[src/rtl/i2cs_pkg.sv]
package i2cs_pkg;

    localparam int ADDR_W   = 4;
    localparam int NUM_REGS = 1 << ADDR_W;
    localparam int BYTE_W   = 8;

    // Slot map; slot 0 feeds the power output, 12..15 mirror channel results
    localparam logic [ADDR_W-1:0] SLOT_CTRL  = 4'h0;
    localparam logic [ADDR_W-1:0] SLOT_RSV_A = 4'h7;
    localparam logic [ADDR_W-1:0] SLOT_RSV_B = 4'h9;
    localparam logic [ADDR_W-1:0] SLOT_C0_LO = 4'hC;
    localparam logic [ADDR_W-1:0] SLOT_C0_HI = 4'hD;
    localparam logic [ADDR_W-1:0] SLOT_C1_LO = 4'hE;
    localparam logic [ADDR_W-1:0] SLOT_C1_HI = 4'hF;

    typedef enum logic [2:0] {
        ST_IDLE,
        ST_ADDR,
        ST_ACK_A,
        ST_WR,
        ST_ACK_W,
        ST_RD,
        ST_RD_ACK
    } bus_st_e;

    typedef struct packed {
        bus_st_e             st;
        logic [2:0]          bitcnt;
        logic                byte_done;
        logic [BYTE_W-1:0]   shreg;
        logic [BYTE_W-1:0]   tx;
        logic                rw;
        logic                mack;
        logic [ADDR_W-1:0]   sel;
        logic                oe;
        logic                wr_en;
        logic [BYTE_W-1:0]   wr_data;
    } fsm_t;

endpackage

[src/rtl/i2cs_sync.sv]
module i2cs_sync #(
    parameter int STAGES = 2
) (
    input  logic clk,
    input  logic rst_n,
    input  logic scl_i,
    input  logic sda_i,
    output logic sda_s,
    output logic scl_rise,
    output logic scl_fall,
    output logic start_det,
    output logic stop_det
);
    logic [STAGES-1:0] scl_ff;
    logic [STAGES-1:0] sda_ff;
    logic              scl_p;
    logic              sda_p;
    logic              scl_s;

    for (genvar g = 0; g < STAGES; g++) begin : g_stage
        if (g == 0) begin : g_first
            always_ff @(posedge clk or negedge rst_n) begin
                if (!rst_n) begin
                    scl_ff[g] <= 1'b1;
                    sda_ff[g] <= 1'b1;
                end else begin
                    scl_ff[g] <= scl_i;
                    sda_ff[g] <= sda_i;
                end
            end
        end else begin : g_next
            always_ff @(posedge clk or negedge rst_n) begin
                if (!rst_n) begin
                    scl_ff[g] <= 1'b1;
                    sda_ff[g] <= 1'b1;
                end else begin
                    scl_ff[g] <= scl_ff[g-1];
                    sda_ff[g] <= sda_ff[g-1];
                end
            end
        end
    end

    assign scl_s = scl_ff[STAGES-1];
    assign sda_s = sda_ff[STAGES-1];

    always_ff @(posedge clk or negedge rst_n) begin
        if (!rst_n) begin
            scl_p <= 1'b1;
            sda_p <= 1'b1;
        end else begin
            scl_p <= scl_s;
            sda_p <= sda_s;
        end
    end

    assign scl_rise  = scl_s & ~scl_p;
    assign scl_fall  = ~scl_s & scl_p;
    assign start_det = scl_s & scl_p & sda_p & ~sda_s;
    assign stop_det  = scl_s & scl_p & ~sda_p & sda_s;

endmodule

[src/rtl/i2cs_regfile.sv]
module i2cs_regfile
    import i2cs_pkg::*;
(
    input  logic              clk,
    input  logic              rst_n,
    input  logic              wr_en,
    input  logic [ADDR_W-1:0] wr_addr,
    input  logic [BYTE_W-1:0] wr_data,
    input  logic [ADDR_W-1:0] rd_addr,
    input  logic [15:0]       ch0_data,
    input  logic [15:0]       ch1_data,
    output logic [BYTE_W-1:0] rd_data,
    output logic [1:0]        power
);
    logic [NUM_REGS*BYTE_W-1:0] cells_flat;

    for (genvar g = 0; g < NUM_REGS; g++) begin : g_slot
        localparam bit IS_RSV = (g >= int'(SLOT_RSV_A)) && (g <= int'(SLOT_RSV_B));
        localparam bit IS_CH  = (g >= int'(SLOT_C0_LO));
        if (IS_RSV || IS_CH) begin : g_const
            assign cells_flat[g*BYTE_W +: BYTE_W] = '0;
        end else if (g == int'(SLOT_CTRL)) begin : g_ctrl
            logic [1:0] pwr_q;
            always_ff @(posedge clk or negedge rst_n) begin
                if (!rst_n)
                    pwr_q <= '0;
                else if (wr_en && wr_addr == SLOT_CTRL)
                    pwr_q <= wr_data[1:0];
            end
            assign cells_flat[g*BYTE_W +: BYTE_W] = {{(BYTE_W-2){1'b0}}, pwr_q};
        end else begin : g_store
            logic [BYTE_W-1:0] cell_q;
            always_ff @(posedge clk or negedge rst_n) begin
                if (!rst_n)
                    cell_q <= '0;
                else if (wr_en && wr_addr == ADDR_W'(g))
                    cell_q <= wr_data;
            end
            assign cells_flat[g*BYTE_W +: BYTE_W] = cell_q;
        end
    end

    always_comb begin
        if (rd_addr == SLOT_C0_LO)      rd_data = ch0_data[7:0];
        else if (rd_addr == SLOT_C0_HI) rd_data = ch0_data[15:8];
        else if (rd_addr == SLOT_C1_LO) rd_data = ch1_data[7:0];
        else if (rd_addr == SLOT_C1_HI) rd_data = ch1_data[15:8];
        else                            rd_data = cells_flat[rd_addr*BYTE_W +: BYTE_W];
    end

    assign power = cells_flat[1:0];

endmodule

[src/rtl/i2cs_cmd_slave.sv]
module i2cs_cmd_slave
    import i2cs_pkg::*;
#(
    parameter logic [6:0] DEV_ADDR    = 7'h39,
    parameter int         SYNC_STAGES = 2
) (
    input  logic        clk,
    input  logic        rst_n,
    input  logic        scl_i,
    input  logic        sda_i,
    output logic        sda_oe_o,
    input  logic [15:0] ch0_data_i,
    input  logic [15:0] ch1_data_i,
    output logic [1:0]  power_o
);
    logic              sda_s;
    logic              rise_w;
    logic              fall_w;
    logic              start_w;
    logic              stop_w;
    logic [BYTE_W-1:0] rd_data_w;
    fsm_t              q;
    fsm_t              d;

    i2cs_sync #(.STAGES(SYNC_STAGES)) sync_i (
        .clk       (clk),
        .rst_n     (rst_n),
        .scl_i     (scl_i),
        .sda_i     (sda_i),
        .sda_s     (sda_s),
        .scl_rise  (rise_w),
        .scl_fall  (fall_w),
        .start_det (start_w),
        .stop_det  (stop_w)
    );

    i2cs_regfile regs_i (
        .clk      (clk),
        .rst_n    (rst_n),
        .wr_en    (q.wr_en),
        .wr_addr  (q.sel),
        .wr_data  (q.wr_data),
        .rd_addr  (q.sel),
        .ch0_data (ch0_data_i),
        .ch1_data (ch1_data_i),
        .rd_data  (rd_data_w),
        .power    (power_o)
    );

    always_comb begin
        d       = q;
        d.wr_en = 1'b0;
        if (start_w) begin
            d.st        = ST_ADDR;
            d.bitcnt    = '0;
            d.byte_done = 1'b0;
            d.oe        = 1'b0;
            d.mack      = 1'b0;
        end else if (stop_w) begin
            d.st        = ST_IDLE;
            d.byte_done = 1'b0;
            d.oe        = 1'b0;
            d.mack      = 1'b0;
        end else begin
            case (q.st)
                ST_ADDR, ST_WR: begin
                    if (rise_w) begin
                        d.shreg     = {q.shreg[6:0], sda_s};
                        d.bitcnt    = q.bitcnt + 3'd1;
                        d.byte_done = (q.bitcnt == 3'd7);
                    end else if (fall_w && q.byte_done) begin
                        d.byte_done = 1'b0;
                        if (q.st == ST_ADDR) begin
                            if (q.shreg[7:1] == DEV_ADDR) begin
                                d.st = ST_ACK_A;
                                d.rw = q.shreg[0];
                                d.oe = 1'b1;
                            end else begin
                                d.st = ST_IDLE;
                            end
                        end else begin
                            d.st = ST_ACK_W;
                            d.oe = 1'b1;
                            if (q.shreg[7]) begin
                                d.sel = q.shreg[ADDR_W-1:0];
                            end else begin
                                d.wr_en   = 1'b1;
                                d.wr_data = q.shreg;
                            end
                        end
                    end
                end
                ST_ACK_A: begin
                    if (fall_w) begin
                        d.bitcnt = '0;
                        if (q.rw) begin
                            d.st = ST_RD;
                            d.tx = rd_data_w;
                            d.oe = ~rd_data_w[7];
                        end else begin
                            d.st = ST_WR;
                            d.oe = 1'b0;
                        end
                    end
                end
                ST_ACK_W: begin
                    if (fall_w) begin
                        d.st     = ST_WR;
                        d.bitcnt = '0;
                        d.oe     = 1'b0;
                    end
                end
                ST_RD: begin
                    if (rise_w) begin
                        d.bitcnt    = q.bitcnt + 3'd1;
                        d.byte_done = (q.bitcnt == 3'd7);
                    end else if (fall_w) begin
                        if (q.byte_done) begin
                            d.byte_done = 1'b0;
                            d.oe        = 1'b0;
                            d.st        = ST_RD_ACK;
                        end else begin
                            d.tx = {q.tx[6:0], 1'b0};
                            d.oe = ~q.tx[6];
                        end
                    end
                end
                ST_RD_ACK: begin
                    if (rise_w) begin
                        if (sda_s) d.st = ST_IDLE;
                        else       d.mack = 1'b1;
                    end else if (fall_w && q.mack) begin
                        d.mack   = 1'b0;
                        d.st     = ST_RD;
                        d.bitcnt = '0;
                        d.tx     = rd_data_w;
                        d.oe     = ~rd_data_w[7];
                    end
                end
                default: ;
            endcase
        end
    end

    always_ff @(posedge clk or negedge rst_n) begin
        if (!rst_n) begin
            q.st        <= ST_IDLE;
            q.bitcnt    <= '0;
            q.byte_done <= 1'b0;
            q.shreg     <= '0;
            q.tx        <= '0;
            q.rw        <= 1'b0;
            q.mack      <= 1'b0;
            q.sel       <= SLOT_CTRL;
            q.oe        <= 1'b0;
            q.wr_en     <= 1'b0;
            q.wr_data   <= '0;
        end else begin
            q <= d;
        end
    end

    assign sda_oe_o = q.oe;

endmodule

[config.mk]
export PLATFORM = sky130hd
export DESIGN_NAME = i2cs_cmd_slave
export DESIGN_NICKNAME = d
export VERILOG_FILES = /design/src/rtl/i2cs_pkg.sv /design/src/rtl/i2cs_sync.sv /design/src/rtl/i2cs_regfile.sv /design/src/rtl/i2cs_cmd_slave.sv
export SDC_FILE = /design/constraint.sdc
export NUM_CORES = 1
export LEC_CHECK = 0
export CAP_MARGIN = 20
export CORE_MARGIN = 3
export CORE_UTILIZATION = 55
export DETAILED_ROUTE_END_ITERATION = 8
export DONT_BUFFER_PORTS = 1
export HOLD_SLACK_MARGIN = 0.06
export PLACE_DENSITY = 0.7
export SYNTH_ARGS = -nofsm -noshare
export SYNTH_HDL_FRONTEND = slang
export SYNTH_SLANG_ARGS = --single-unit
export TNS_END_PERCENT = 20
[constraint.sdc]
create_clock -name clk -period 4.5 [get_ports clk]
set_clock_uncertainty 0.1 [all_clocks]
set_input_delay 0.225 -clock clk [delete_from_list [all_inputs] [get_ports clk]]
set_output_delay 0.225 -clock clk [all_outputs]
set_load 0.01 [all_outputs]
# After elaboration in Yosys (flattened, before gate mapping)
# Index checks and enable logic that the tools add are counted.
[totals]
ff_bits = 101
inputBits = 36
out_inout_bits = 3
elab_cells = 184
[classes]
add_sub_neg = 1
eq_ne = 47
shift = 1
n_mux = 62
bitwise_logic = 18
reduce_logical = 29
[op_table]
columns = ["op", "n"]
rows = [
  ["indexed part select 128 x 8 -> 8 bit", 1],
  ["2-to-1 mux 7 bit", 8],
  ["2-to-1 mux 9 bit", 5],
  ["inequality test 4 bit, second input constant", 10],
  ["2-to-1 mux 3 bit", 13],
  ["2-to-1 mux 8 bit", 4],
  ["one-hot mux 6 bit (5 select lines)", 1],
  ["AND reduction 10 bit", 3],
  ["equality test 4 bit, second input constant", 6],
  ["2-to-1 mux 1 bit", 22],
  ["one-hot mux 7 bit (3 select lines)", 1],
  ["AND reduction 7 bit", 3],
  ["2-to-1 mux 10 bit", 2],
  ["inequality test 5 bit, second input constant", 4],
  ["2-to-1 mux 6 bit", 3],
  ["inequality test 2 bit, second input constant", 8],
  ["equality test 3 bit, second input constant", 4],
  ["equality test 4 x 3 -> 1 bit, second input constant", 3],
  ["inequality test 3 bit, second input constant", 4],
  ["logical AND 1 bit", 11],
  ["NOT 1 bit", 11],
  ["equality test 4 x 2 -> 1 bit, second input constant", 2],
  ["nonzero test 4 bit", 2],
  ["bitwise AND 1 bit", 7],
  ["other kinds (17)", 20],
]

# Longest topological paths before layout
[depth]
depth_word = 11
mapped_depth = 9
depth_no_buf = 7

# Cells and area by module
# Synthesis repeated with hierarchy kept, for this count alone.
[hier_totals]
cells_unflattened = 478
area_unflattened_um2 = 5750.5
[by_module_without_submodules]
columns = ["module", "instances", "cells_each", "area_per_inst_um2", "seq_area_each_um2"]
rows = [
  ["i2cs_regfile", 1, 287, 3533.4, 1651.6],
  ["i2cs_cmd_slave", 1, 181, 2026.9, 925.9],
  ["i2cs_sync", 1, 10, 190.2, 157.7],
]

# Least setup slack after synthesis
# OpenSTA, ideal clock, no wires.
[synth_timing]
path_type = "flip-flop to flip-flop"
startpoint = "register sync_i.scl_ff[1] (netlist: sync_i.scl_s)"
endpoint = "register q[36] (netlist name)"
setup_time_ns = 0.131
t_arrival_ns = 1.924
setup_slack_ns = 2.345
stages_incl_launch_ff = 9
path_buffers = 1
period_less_slack_ns = 2.155
path_cell_list = "dfstp_2 inv_1 ha_1 buf_2 and3b_1 o32ai_1 o2bb2ai_1 a311oi_1 or3_1"
[synth_via]
elab_chain_cells = 5
elab_cells_between_ends = 25
classes_between = "9 x eq/ne; 4 x mux; 8 x bitwise; 4 x reduce/logical"
[synth_lines]
columns = ["item", "line_no", "text"]
rows = [
  ["from (decl)", "i2cs_sync.sv:14", "logic [STAGES-1:0] scl_ff;"],
  ["from (signal, indexed assignment)", "i2cs_sync.sv:37", "scl_ff[g] <= scl_ff[g-1];"],
  ["bitwise AND 1 bit, or another cell as far along", "i2cs_sync.sv:59, i2cs_sync.sv:60", ""],
  ["bitwise AND 1 bit, or another cell as far along (2 in a row)", "i2cs_sync.sv:59", "assign start_det = scl_s & scl_p & sda_p & ~sda_s;"],
  ["inequality test 5 x 4 -> 1 bit (no source line), or another cell as far along", "--", ""],
  ["AND reduction 10 bit (no source line) / 2-to-1 mux 7 bit (equally long branches)", "--", ""],
  ["to (decl)", "i2cs_cmd_slave.sv:22", "fsm_t q;"],
]
# Several ways; a longest one is shown, not always the timed one.
# A chain may end at the register's enable or synchronous reset.

# Final worst setup path
[layout_timing]
startpoint = "register q[10] (netlist name)"
endpoint = "register regs_i.g_slot[5].g_store.cell_q[4]"
[layout_via]
elab_chain_cells = 2
[layout_lines]
columns = ["item", "line_no", "text"]
rows = [
  ["equality test 4 x 3 -> 1 bit", "i2cs_regfile.sv:36", "else if (wr_en && wr_addr == ADDR_W'(g))"],
  ["logical AND 1 bit", "i2cs_regfile.sv:36", ""],
  ["to (signal assigned)", "i2cs_regfile.sv:37", "cell_q <= wr_data;"],
  ["to (decl)", "i2cs_regfile.sv:32", "logic [BYTE_W-1:0] cell_q;"],
]
# No other way between the ends.

==> results_dict.tcl <==
set metrics [dict create \
    status "finished clean" \
    rrSetupSlack_ps 1710 \
    cts_resized 0 \
    synthTopCellsByArea "dfrtp_1 45%, mux2_2 18%, dfstp_2 3.0%, mux2i_1 2.6%, buf_2 2.0%" \
    max_stage_delay_ps 1000 \
    n_antenna_cell 0 \
    coreArea_um2 9280 \
    synth_top_area_share 0.449 \
    ant_nets 0 \
    finalPower_mw 1.67 \
    syn_area_per_cell_um2 11.8 \
    ys_async_sr_fraction 1.00 \
    syn_nets 490 \
    hold_path_depth 3 \
    min_to "sda_oe_o$_DFFE_PN0P_" \
    syn_area_um2 5300 \
    hold_path_class "in2reg" \
    drive_gt1_frac 0.284 \
    yosysTopAreaCell "dfrtp_1" \
    die_area_um2 10800 \
    post-route-period-util 0.621 \
    wl_per_cell_um 20.5 \
    largest_register "regs_i.g_slot.g_store.cell_q" \
    placed_cells 549 \
    max_slew_margin 0.340 \
    path_depth 3 \
    r2r-start "q[10]$_DFFE_PN0P_" \
    required_ps 4650 \
    leakagePower_nw 2.46 \
    ir_drop_mv 0.221 \
    cp_top_family "simple AND/OR/NAND/NOR gates" \
    place.port_buffers 0 \
    grt_overflow 0 \
    postSynthCellCount 449 \
    fp-row-count 35 \
    die_width_um 104 \
    period_needed_ps 2790 \
    dp_hpwl_um 8060 \
    power_density_nw_per_um2 301 \
    vias 3573 \
    synth_flop_cell "dfrtp_1" \
    clk_path_buf_depth 2 \
    crit_chain "nor2b_1, nor2b_1, mux2_2" \
    final_area_um2 5570 \
    cts_max_level 3 \
    dr.pass1.iters 4 \
    synthTopCellsByCount "95 x dfrtp_1, 86 x mux2_2, 25 x nand2_1, 25 x nor2_1, 21 x buf_2" \
    syn_to_final_growth_pct 5.20 \
    antenna_found_initial 0 \
    cp_slowest_cell "dfrtp_1" \
    ios 39 \
    drc_errors 0 \
    path_clk_slew_ps 100 \
    grt_pass1_wl_um 19100 \
    largest_reg_flops 56 \
    synthMostInstantiatedCell "dfrtp_1" \
    tightest_slew_ps 990 \
    cp-end-kind "flop" \
    fin_cells 573 \
    max_cap_violations 0 \
    synth-edff-count 0 \
    min-delay-start "ch0_data_i[7]" \
    nFillCells 770 \
    slew_viol_final 0 \
    place.gp.congestion 0.907 \
    placedInstanceArea_um2 5280 \
    startpoint_type "flop" \
    ys_seq_area_frac 0.479 \
    ys_types 68 \
    grt.total_usage 0.224 \
    path_common_cell "nor2b_1" \
    fmax_mhz 358 \
    finalNetCount 480 \
    hold_viol 0 \
    vias_per_cell 6.24 \
    clock-sinks 101 \
    cts_tree "done" \
    routed_wirelength_um 11700 \
    drt_iter0_markers 234 \
    grt_max_degree 102 \
    crit_type "reg2reg" \
    clk_latency_ps 370 \
    crit_path_max_fanout 33 \
    grt_pass1_vias 3565 \
    finalSetupTns_ps 0 \
    cts_buffers 9 \
    reg2regPathDepth 3 \
    ys_ff_latch 101 \
    initial_core_util 0.570 \
    report.final.setup_viol 0 \
    rsz0062_at_grt "no" \
    rr_endpoint "regs_i.g_slot[5].g_store.cell_q[4]$_DFFE_PN0P_" \
    cp.buffers_inverters 0 \
    fin_hold_ws_ps 81.8 \
    yosysWarnings 0 \
    die_h_um 104 \
    root_buffer "clkbuf_8" \
    cp.arrival_ps 2950 \
]
worst reg2reg max path, stage by stage, from the launching register on:
cell and delay (ps):
dfrtp_1 1000, nor2b_1 600, nor2b_1 580, mux2_2 410
what timing repair did:
action                                 CTS  global route
buffers inserted                         0             0
hold buffers                             8             0
endpoints found under the hold margin  107             0
layout by cell type, fill, tap and decap left out, types with 4 or more instances in the layout:
master	synthesis	layout
a22oi_1	4	4
and3b_1	4	4
o22ai_1	4	4
inv_1	6	6
a2bb2oi_1	7	7
nand3_1	4	4
a221oi_1	5	5
o21bai_1	4	4
dlygate4sd3_1	0	7
mux2i_1	14	14
mux2_2	86	86
nor2_1	25	25
clkbuf_8	0	9
nor3b_1	4	4
a21oi_1	16	16
a211oi_1	5	5
dfstp_2	6	6
nand2_1	25	25
o21ai_0	11	11
nand3b_1	5	5
dfrtp_1	95	95
a21boi_0	4	4
nand2b_1	7	7
o221ai_1	4	4
ha_1	5	5
through the flow:
stage          worst slack (ps)  utilization
2_1_floorplan              2340            -
4_1_cts                    1780        0.600
6_report                   1710        0.600
5_1_grt                    1520        0.600
3_5_place_dp               1790        0.569
3_3_place_gp               1930        0.569
kinds of logic (layout without fill, tap and decap cells):
family,Yosys count,in the layout,synth area share
AO/OA/AOI/OAI,96,96,0.135
XOR/XNOR,1,1,0.00165
adder cells (fa/ha/maj),5,5,0.0118
buffers and inverters,37,32,0.0406
flip-flops,101,101,0.479
multiplexers,104,104,0.223
AND/OR/NAND/NOR,105,105,0.110
where the power goes:
group | internal (mW) | leakage [nW] | switching [mW]
combinational | 0.0600 | 1.03 | 0.0576
sequential | 0.955 | 1.34 | 0.0574
clock | 0.214 | 0.0947 | 0.331
worst max-delay path by stage:
| stage | end | startpoint |
|---|---|---|
| after floorplan | q[36]$_DFFE_PN0P_ | sync_i.scl_s$_DFF_PN1_ |
| after global placement | regs_i.g_slot[5].g_store.cell_q[1]$_DFFE_PN0P_ | q[10]$_DFFE_PN0P_ |
| after detailed placement | regs_i.g_slot[5].g_store.cell_q[4]$_DFFE_PN0P_ | q[10]$_DFFE_PN0P_ |
| after CTS | regs_i.g_slot[5].g_store.cell_q[4]$_DFFE_PN0P_ | q[10]$_DFFE_PN0P_ |
| after global routing | regs_i.g_slot[5].g_store.cell_q[4]$_DFFE_PN0P_ | q[10]$_DFFE_PN0P_ |
| final | regs_i.g_slot[5].g_store.cell_q[4]$_DFFE_PN0P_ | q[10]$_DFFE_PN0P_ |
area by class of cell:
class,instances,area [um^2],area share
clock inverters,7,70.1,0.0126
well taps,129,161,0.0290
multi-input cells,311,2550,0.457
repair buffers,10,113,0.0202
flip-flops and latches,101,2530,0.455
inverters,6,22.5,0.00404
clock buffers,9,124,0.0222
layer usage:
| layer | up-vias | part of all wire | GRT usage |
|---|---|---|---|
| met5 | - | 0 | 0 |
| met4 | 0 | 0.017 | 0.0646 |
| met3 | 14 | 0.059 | 0.0472 |
| met2 | 112 | 0.48 | 0.364 |
| met1 | 1790 | 0.45 | 0.307 |
| li1 | 1657 | - | - |
Power figures use the tool's default switching activity.
